===== config.mk =====
export PLATFORM = sky130hd
export DESIGN_NAME = sa_bitmanip
export DESIGN_NICKNAME = d
export VERILOG_FILES = /design/src/rtl/sa_pkg.sv /design/src/rtl/sa_jcount.sv /design/src/rtl/sa_serial_adder.sv /design/src/rtl/sa_testflag.sv /design/src/rtl/sa_bitmanip.sv
export SDC_FILE = /design/constraint.sdc
export NUM_CORES = 1
export LEC_CHECK = 0
export ABC_AREA = 1
export BUFFER_PORTS_ARGS = -buffer_cell sky130_fd_sc_hd__clkbuf_2
export CAP_MARGIN = 20
export CORE_MARGIN = 10
export CORE_UTILIZATION = 45
export DETAILED_ROUTE_END_ITERATION = 16
export MAX_ROUTING_LAYER = met4
export PLACE_DENSITY = 0.73
export SLEW_MARGIN = 40
export SYNTH_ARGS = -nofsm -noshare
export SYNTH_HDL_FRONTEND = slang
export SYNTH_SLANG_ARGS = --single-unit

===== constraint.sdc =====
create_clock -name clk -period 1.8 [get_ports clk]
set_input_delay 0.18 -clock clk [delete_from_list [all_inputs] [get_ports clk]]
set_output_delay 0.18 -clock clk [all_outputs]
set_load 0.05 [all_outputs]

===== src/rtl/sa_pkg.sv =====
`timescale 1ns/1ps
package sa_pkg;

    localparam int K_W = 5;

    typedef enum logic [1:0] {
        ASEL_LSB  = 2'b00,
        ASEL_MSB  = 2'b01,
        ASEL_ZERO = 2'b10,
        ASEL_ONE  = 2'b11
    } asel_e;

    typedef enum logic [1:0] {
        ACT_NONE = 2'b00,
        ACT_SET  = 2'b01,
        ACT_CLR  = 2'b10,
        ACT_FLIP = 2'b11
    } act_e;

    typedef enum logic [1:0] {
        TST_NONE = 2'b00,
        TST_ONE  = 2'b01,
        TST_ZERO = 2'b10,
        TST_ANY  = 2'b11
    } tmode_e;

    typedef struct packed {
        asel_e            asel;
        logic             bsel;
        act_e             act;
        tmode_e           tmode;
        logic [K_W-1:0]   k;
    } cmd_t;

    localparam int CMD_W = $bits(cmd_t);

    function automatic logic act_bit(act_e a, logic s);
        case (a)
            ACT_SET:  return 1'b1;
            ACT_CLR:  return 1'b0;
            ACT_FLIP: return ~s;
            default:  return s;
        endcase
    endfunction

endpackage


===== src/rtl/sa_jcount.sv =====
`timescale 1ns/1ps
module sa_jcount
    import sa_pkg::*;
#(
    parameter int W = K_W
) (
    input  logic         clk,
    input  logic         rst,
    input  logic         load,
    input  logic         step,
    input  logic [W-1:0] k,
    output logic         hit
);
    localparam logic [W-1:0] J_MAX = '1;

    logic [W-1:0] j_q;
    logic         arm_q;

    assign hit = arm_q && (j_q == J_MAX);

    always_ff @(posedge clk) begin
        if (rst) begin
            j_q   <= '0;
            arm_q <= 1'b0;
        end else if (load) begin
            j_q   <= ~k;
            arm_q <= 1'b1;
        end else if (step) begin
            if (hit)
                arm_q <= 1'b0;
            if (arm_q && (j_q != J_MAX))
                j_q <= j_q + 1'b1;
        end
    end
endmodule


===== src/rtl/sa_serial_adder.sv =====
`timescale 1ns/1ps
module sa_serial_adder (
    input  logic clk,
    input  logic rst,
    input  logic load,
    input  logic step,
    input  logic a_op,
    input  logic b_op,
    output logic sum
);
    logic cy_q;

    assign sum = a_op ^ b_op ^ cy_q;

    always_ff @(posedge clk) begin
        if (rst || load)
            cy_q <= 1'b0;
        else if (step) begin
            if (a_op && b_op)
                cy_q <= 1'b1;
            else if (!a_op && !b_op)
                cy_q <= 1'b0;
        end
    end
endmodule


===== src/rtl/sa_testflag.sv =====
`timescale 1ns/1ps
module sa_testflag
    import sa_pkg::*;
(
    input  logic   clk,
    input  logic   rst,
    input  logic   load,
    input  logic   step,
    input  tmode_e mode,
    input  logic   hit,
    input  logic   a_op,
    output logic   flag
);
    logic set_now;

    always_comb begin
        case (mode)
            TST_ONE:  set_now = hit && a_op;
            TST_ZERO: set_now = hit && !a_op;
            TST_ANY:  set_now = a_op;
            default:  set_now = 1'b0;
        endcase
    end

    always_ff @(posedge clk) begin
        if (rst || load)
            flag <= 1'b0;
        else if (step && set_now)
            flag <= 1'b1;
    end
endmodule


===== src/rtl/sa_bitmanip.sv =====
`timescale 1ns/1ps
module sa_bitmanip
    import sa_pkg::*;
#(
    parameter int A_W = 24
) (
    input  logic             clk,
    input  logic             rst,
    input  logic             load_i,
    input  logic [CMD_W-1:0] instr_i,
    input  logic [A_W-1:0]   data_i,
    input  logic             shift_en_i,
    output logic [A_W-1:0]   areg_o,
    output logic             test_o
);
    localparam int MSB = A_W - 1;

    cmd_t           cmd_in;
    cmd_t           cmd_q;
    logic [A_W-1:0] a_q;
    logic           step;
    logic           a_op;
    logic           b_op;
    logic           sum;
    logic           hit_w;
    logic           wbit;

    assign cmd_in = cmd_t'(instr_i);
    assign step   = shift_en_i && !load_i;

    always_comb begin
        case (cmd_q.asel)
            ASEL_LSB:  a_op = a_q[0];
            ASEL_MSB:  a_op = a_q[MSB];
            ASEL_ZERO: a_op = 1'b0;
            default:   a_op = 1'b1;
        endcase
    end

    assign b_op = cmd_q.bsel & a_q[0];
    assign wbit = hit_w ? act_bit(cmd_q.act, sum) : sum;

    sa_serial_adder u_add (
        .clk  (clk),
        .rst  (rst),
        .load (load_i),
        .step (step),
        .a_op (a_op),
        .b_op (b_op),
        .sum  (sum)
    );

    sa_jcount #(.W(K_W)) u_jc (
        .clk  (clk),
        .rst  (rst),
        .load (load_i),
        .step (step),
        .k    (cmd_in.k),
        .hit  (hit_w)
    );

    sa_testflag u_tf (
        .clk  (clk),
        .rst  (rst),
        .load (load_i),
        .step (step),
        .mode (cmd_q.tmode),
        .hit  (hit_w),
        .a_op (a_op),
        .flag (test_o)
    );

    always_ff @(posedge clk) begin
        if (rst) begin
            a_q   <= '0;
            cmd_q <= '0;
        end else if (load_i) begin
            a_q   <= data_i;
            cmd_q <= cmd_in;
        end else if (step) begin
            a_q   <= {wbit, a_q[MSB:1]};
        end
    end

    assign areg_o = a_q;
endmodule


==> results.ini <==
[global_route]
antenna_found_initial=0
first_global_vias=1797
track_usage_pct=13.76
grt_max_degree=22
grt_pass1_wl_mm=8.114
grt_overflow=0

[timing]
tns_ns=0
relSlewSlack_pct=73.85
fmax_mhz=626.6
worst_pin_slew_ns=0.3918
finalHoldViolCount=0
min_period_ns=1.596
setup_viol=0
rsz0062_at_grt=false
period_share_pct=88.66
skew_ns=0.003395
maxSlewViolCount=0

[worst_setup_path]
r2r-end=u_jc.j_q[4]
worst-setup-path-type=flop to flop
worstSetupEndpoint=u_jc.j_q[4]
r2r_start=u_jc.j_q[0]
reg2reg_slack_ns=0.20
cp.arrival_ns=1.78
worst_r2r_path_depth=10
startpoint=u_jc.j_q[0]
startpoint_type=flop
cp-end-kind=flop
cp_max_fo=5
crit_required_ns=1.98

[synthesis]
synthTopCellsByCount=88 x nand2_1, 46 x inv_1, 39 x dfxtp_1
synth_top_family_by_area=simple AND/OR/NAND/NOR gates
yosysTopAreaCell=dfxtp_1
ys.warnings.count=0
synth_top_cells_by_area=dfxtp_1 41%, nand2_1 17%, inv_1 9.0%
synth_mux_area_share_pct=0
ys_types=27
netlist.area_leader.share_pct=40.81
synth_compound_area_share_pct=13.08
synth_edf_count=0
synthXorXnorAreaFrac_pct=1.373
synthesis.nets=329
synthSimpleGateAreaFrac_pct=27.93
netlist_area_um2=1913
synthAdderAreaFrac_pct=3.924
synth_seq_area_share_pct=40.81
syn_area_per_cell_um2=6.760
synth_most_common_cell=nand2_1
postSynth.asyncResetShare_pct=0
syn_inst=283
synth-seq-cells=39
synthFlopType=dfxtp_1

[finish]
fin_nets=394
n_antenna_cell=0
final_layout_size_suffix_gt1_share_pct=23.92
fillCellCount=409
layout.cells.non_filler=397
area_delta_synth_final_pct=22.69

[detailed_routing]
num_vias=1923
wl_mm=4.950
drt_iter0_markers=88
first_pass_iters=4
ant_nets=0
wl_per_cell_um=12.47
vias_per_cell=4.844
drc=0

[power]
p_leak_nw=1.315
pwr-share-seq_pct=50.3
vdd_drop_max_uv=469.1
swShare_pct=31.35
combPwrFrac_pct=20.8
p_sw_mw=0.5949
p_per_area_nw_per_um2=808.5
clockPowerShare_pct=28.9
p_int_mw=1.303

[clock_network]
path_clk_slew_ns=0.07
cts_sinks=39
insertion_delay_ns=0.29
clock-root-buffer=clkbuf_8
htree_levels=2
cts_buffers=5
cts_tree=built
clock_path_buffers=2

[floorplanning]
start_util_pct=47.15
die_h_um=85.20
rows=23
die_width_um=85.20
io_pins=65
coreArea_um2=4058
die_area_um2=7259

[placed_design]
place_inst=390
port_buffers=64
dp_hpwl_mm=3.819
gp_congestion=0.8300

[run]
drv_cap=0

[hold_path]
hold_path.class=input port to flop

[outcome]
outcome=complete, no violations

-- worst max-delay path, cell delays in order (launching register included) --
cell	delay [ns]
dfxtp_2	0.34
ha_1	0.20
nand2_1	0.08
nor2_1	0.05
ha_2	0.20
inv_1	0.07
nand3_1	0.06
nand2_1	0.16
inv_2	0.08
a211oi_1	0.19
nor2_1	0.06
-- state kept, by name (all words and copies together), names as in the netlist --
register	cells
cmd_q	7
u_add.cy_q	1
u_jc.arm_q	1
u_tf.flag	1
u_jc.j_q	5
areg_o	24
-- cells by family after synthesis --
logic type | Yosys count
AOI/OAI and AO/OA | 43
xor gates and xnor gates | 3
adders and majority gates | 6
buffers and inverters | 60
DFF | 39
and+or+nand+nor | 132
-- power by group through the flow --
stage               Sequential, mW  Combinational, mW  Clock [mW]
CTS                          0.954              0.397       0.555
detailed placement           0.974              0.396           0
global placement             0.974              0.392           0
global route                 0.962              0.437       0.593
floorplan                     1.08              0.174           0
finish                       0.955              0.394       0.548
-- metrics by stage --
step	utilization [%]	hold slack, ns	cell area (um^2)	setup slack (ns)	total power, mW
after floorplan	-	0.2491	1913	0.1493	1.249
after global placement	55.78	0.4118	2263	0.1680	1.365
after detailed placement	55.78	0.4185	2263	0.1448	1.370
after CTS	57.57	0.1224	2336	0.1335	1.906
after global routing	57.85	0.1347	2347	0.02278	1.991
final	57.85	0.1224	2347	0.2041	1.898
-- worst min-delay path by stage --
| stage | from | to | slack (ns) | cells past startpoint |
|---|---|---|---|---|
| 4_1_cts | instr_i[9] | cmd_q[9] | 0.12 | 3 |
| 3_3_place_gp | instr_i[8] | cmd_q[8] | 0.41 | 3 |
| 6_report | instr_i[9] | cmd_q[9] | 0.12 | 3 |
| 5_1_grt | rst | areg_o[23] | 0.13 | 2 |
| 3_5_place_dp | instr_i[9] | cmd_q[9] | 0.42 | 3 |
| 2_1_floorplan | rst | areg_o[23] | 0.25 | 1 |
-- placed cells by master (no fill, tap or decap), drive strengths merged --
| cell type | synthesis | layout |
|---|---|---|
| nand3 | 19 | 19 |
| a21oi | 11 | 11 |
| o21ai | 19 | 19 |
| nor3 | 1 | 1 |
| o211ai | 5 | 5 |
| a211oi | 2 | 2 |
| or2 | 2 | 2 |
| nor2 | 19 | 19 |
| buf | 10 | 5 |
| dfxtp | 39 | 39 |
| nand2 | 89 | 89 |
| a22oi | 5 | 5 |
| clkbuf | 1 | 70 |
| nand3b | 1 | 1 |
| inv | 49 | 49 |
| nand4 | 1 | 1 |
| xor2 | 2 | 2 |
| ha | 6 | 6 |
| o22ai | 1 | 1 |
| xnor2 | 1 | 1 |
-- routing by layer --
| layer | vias up | track usage (%) | routed length [um] |
|---|---|---|---|
| met2 | 54 | 19.41 | 2065 |
| met3 | 7 | 4.780 | 354 |
| met5 | - | - | 0 |
| met4 | 0 | 4.491 | 65 |
| met1 | 852 | 17.79 | 2464 |
| li1 | 1010 | - | - |
-- repair_timing --
action | CTS | global route
hold buffers | 0 | 0
endpoints found under the setup margin | 0 | 3
buffers inserted | 0 | 1
endpoints found under the hold margin | 0 | 0
resized for setup | 0 | 3
-- final cells by class --
class | instances | area, um^2 | share of cell area (%)
multi-input cells | 184 | 888.4 | 37.85
flip-flops and latches | 39 | 782.0 | 33.32
repair buffers | 69 | 357.8 | 15.25
inverters | 49 | 183.9 | 7.836
clock buffers | 6 | 72.57 | 3.092
well taps | 50 | 62.56 | 2.665
No activity file was read; power rests on OpenSTA's default activity.
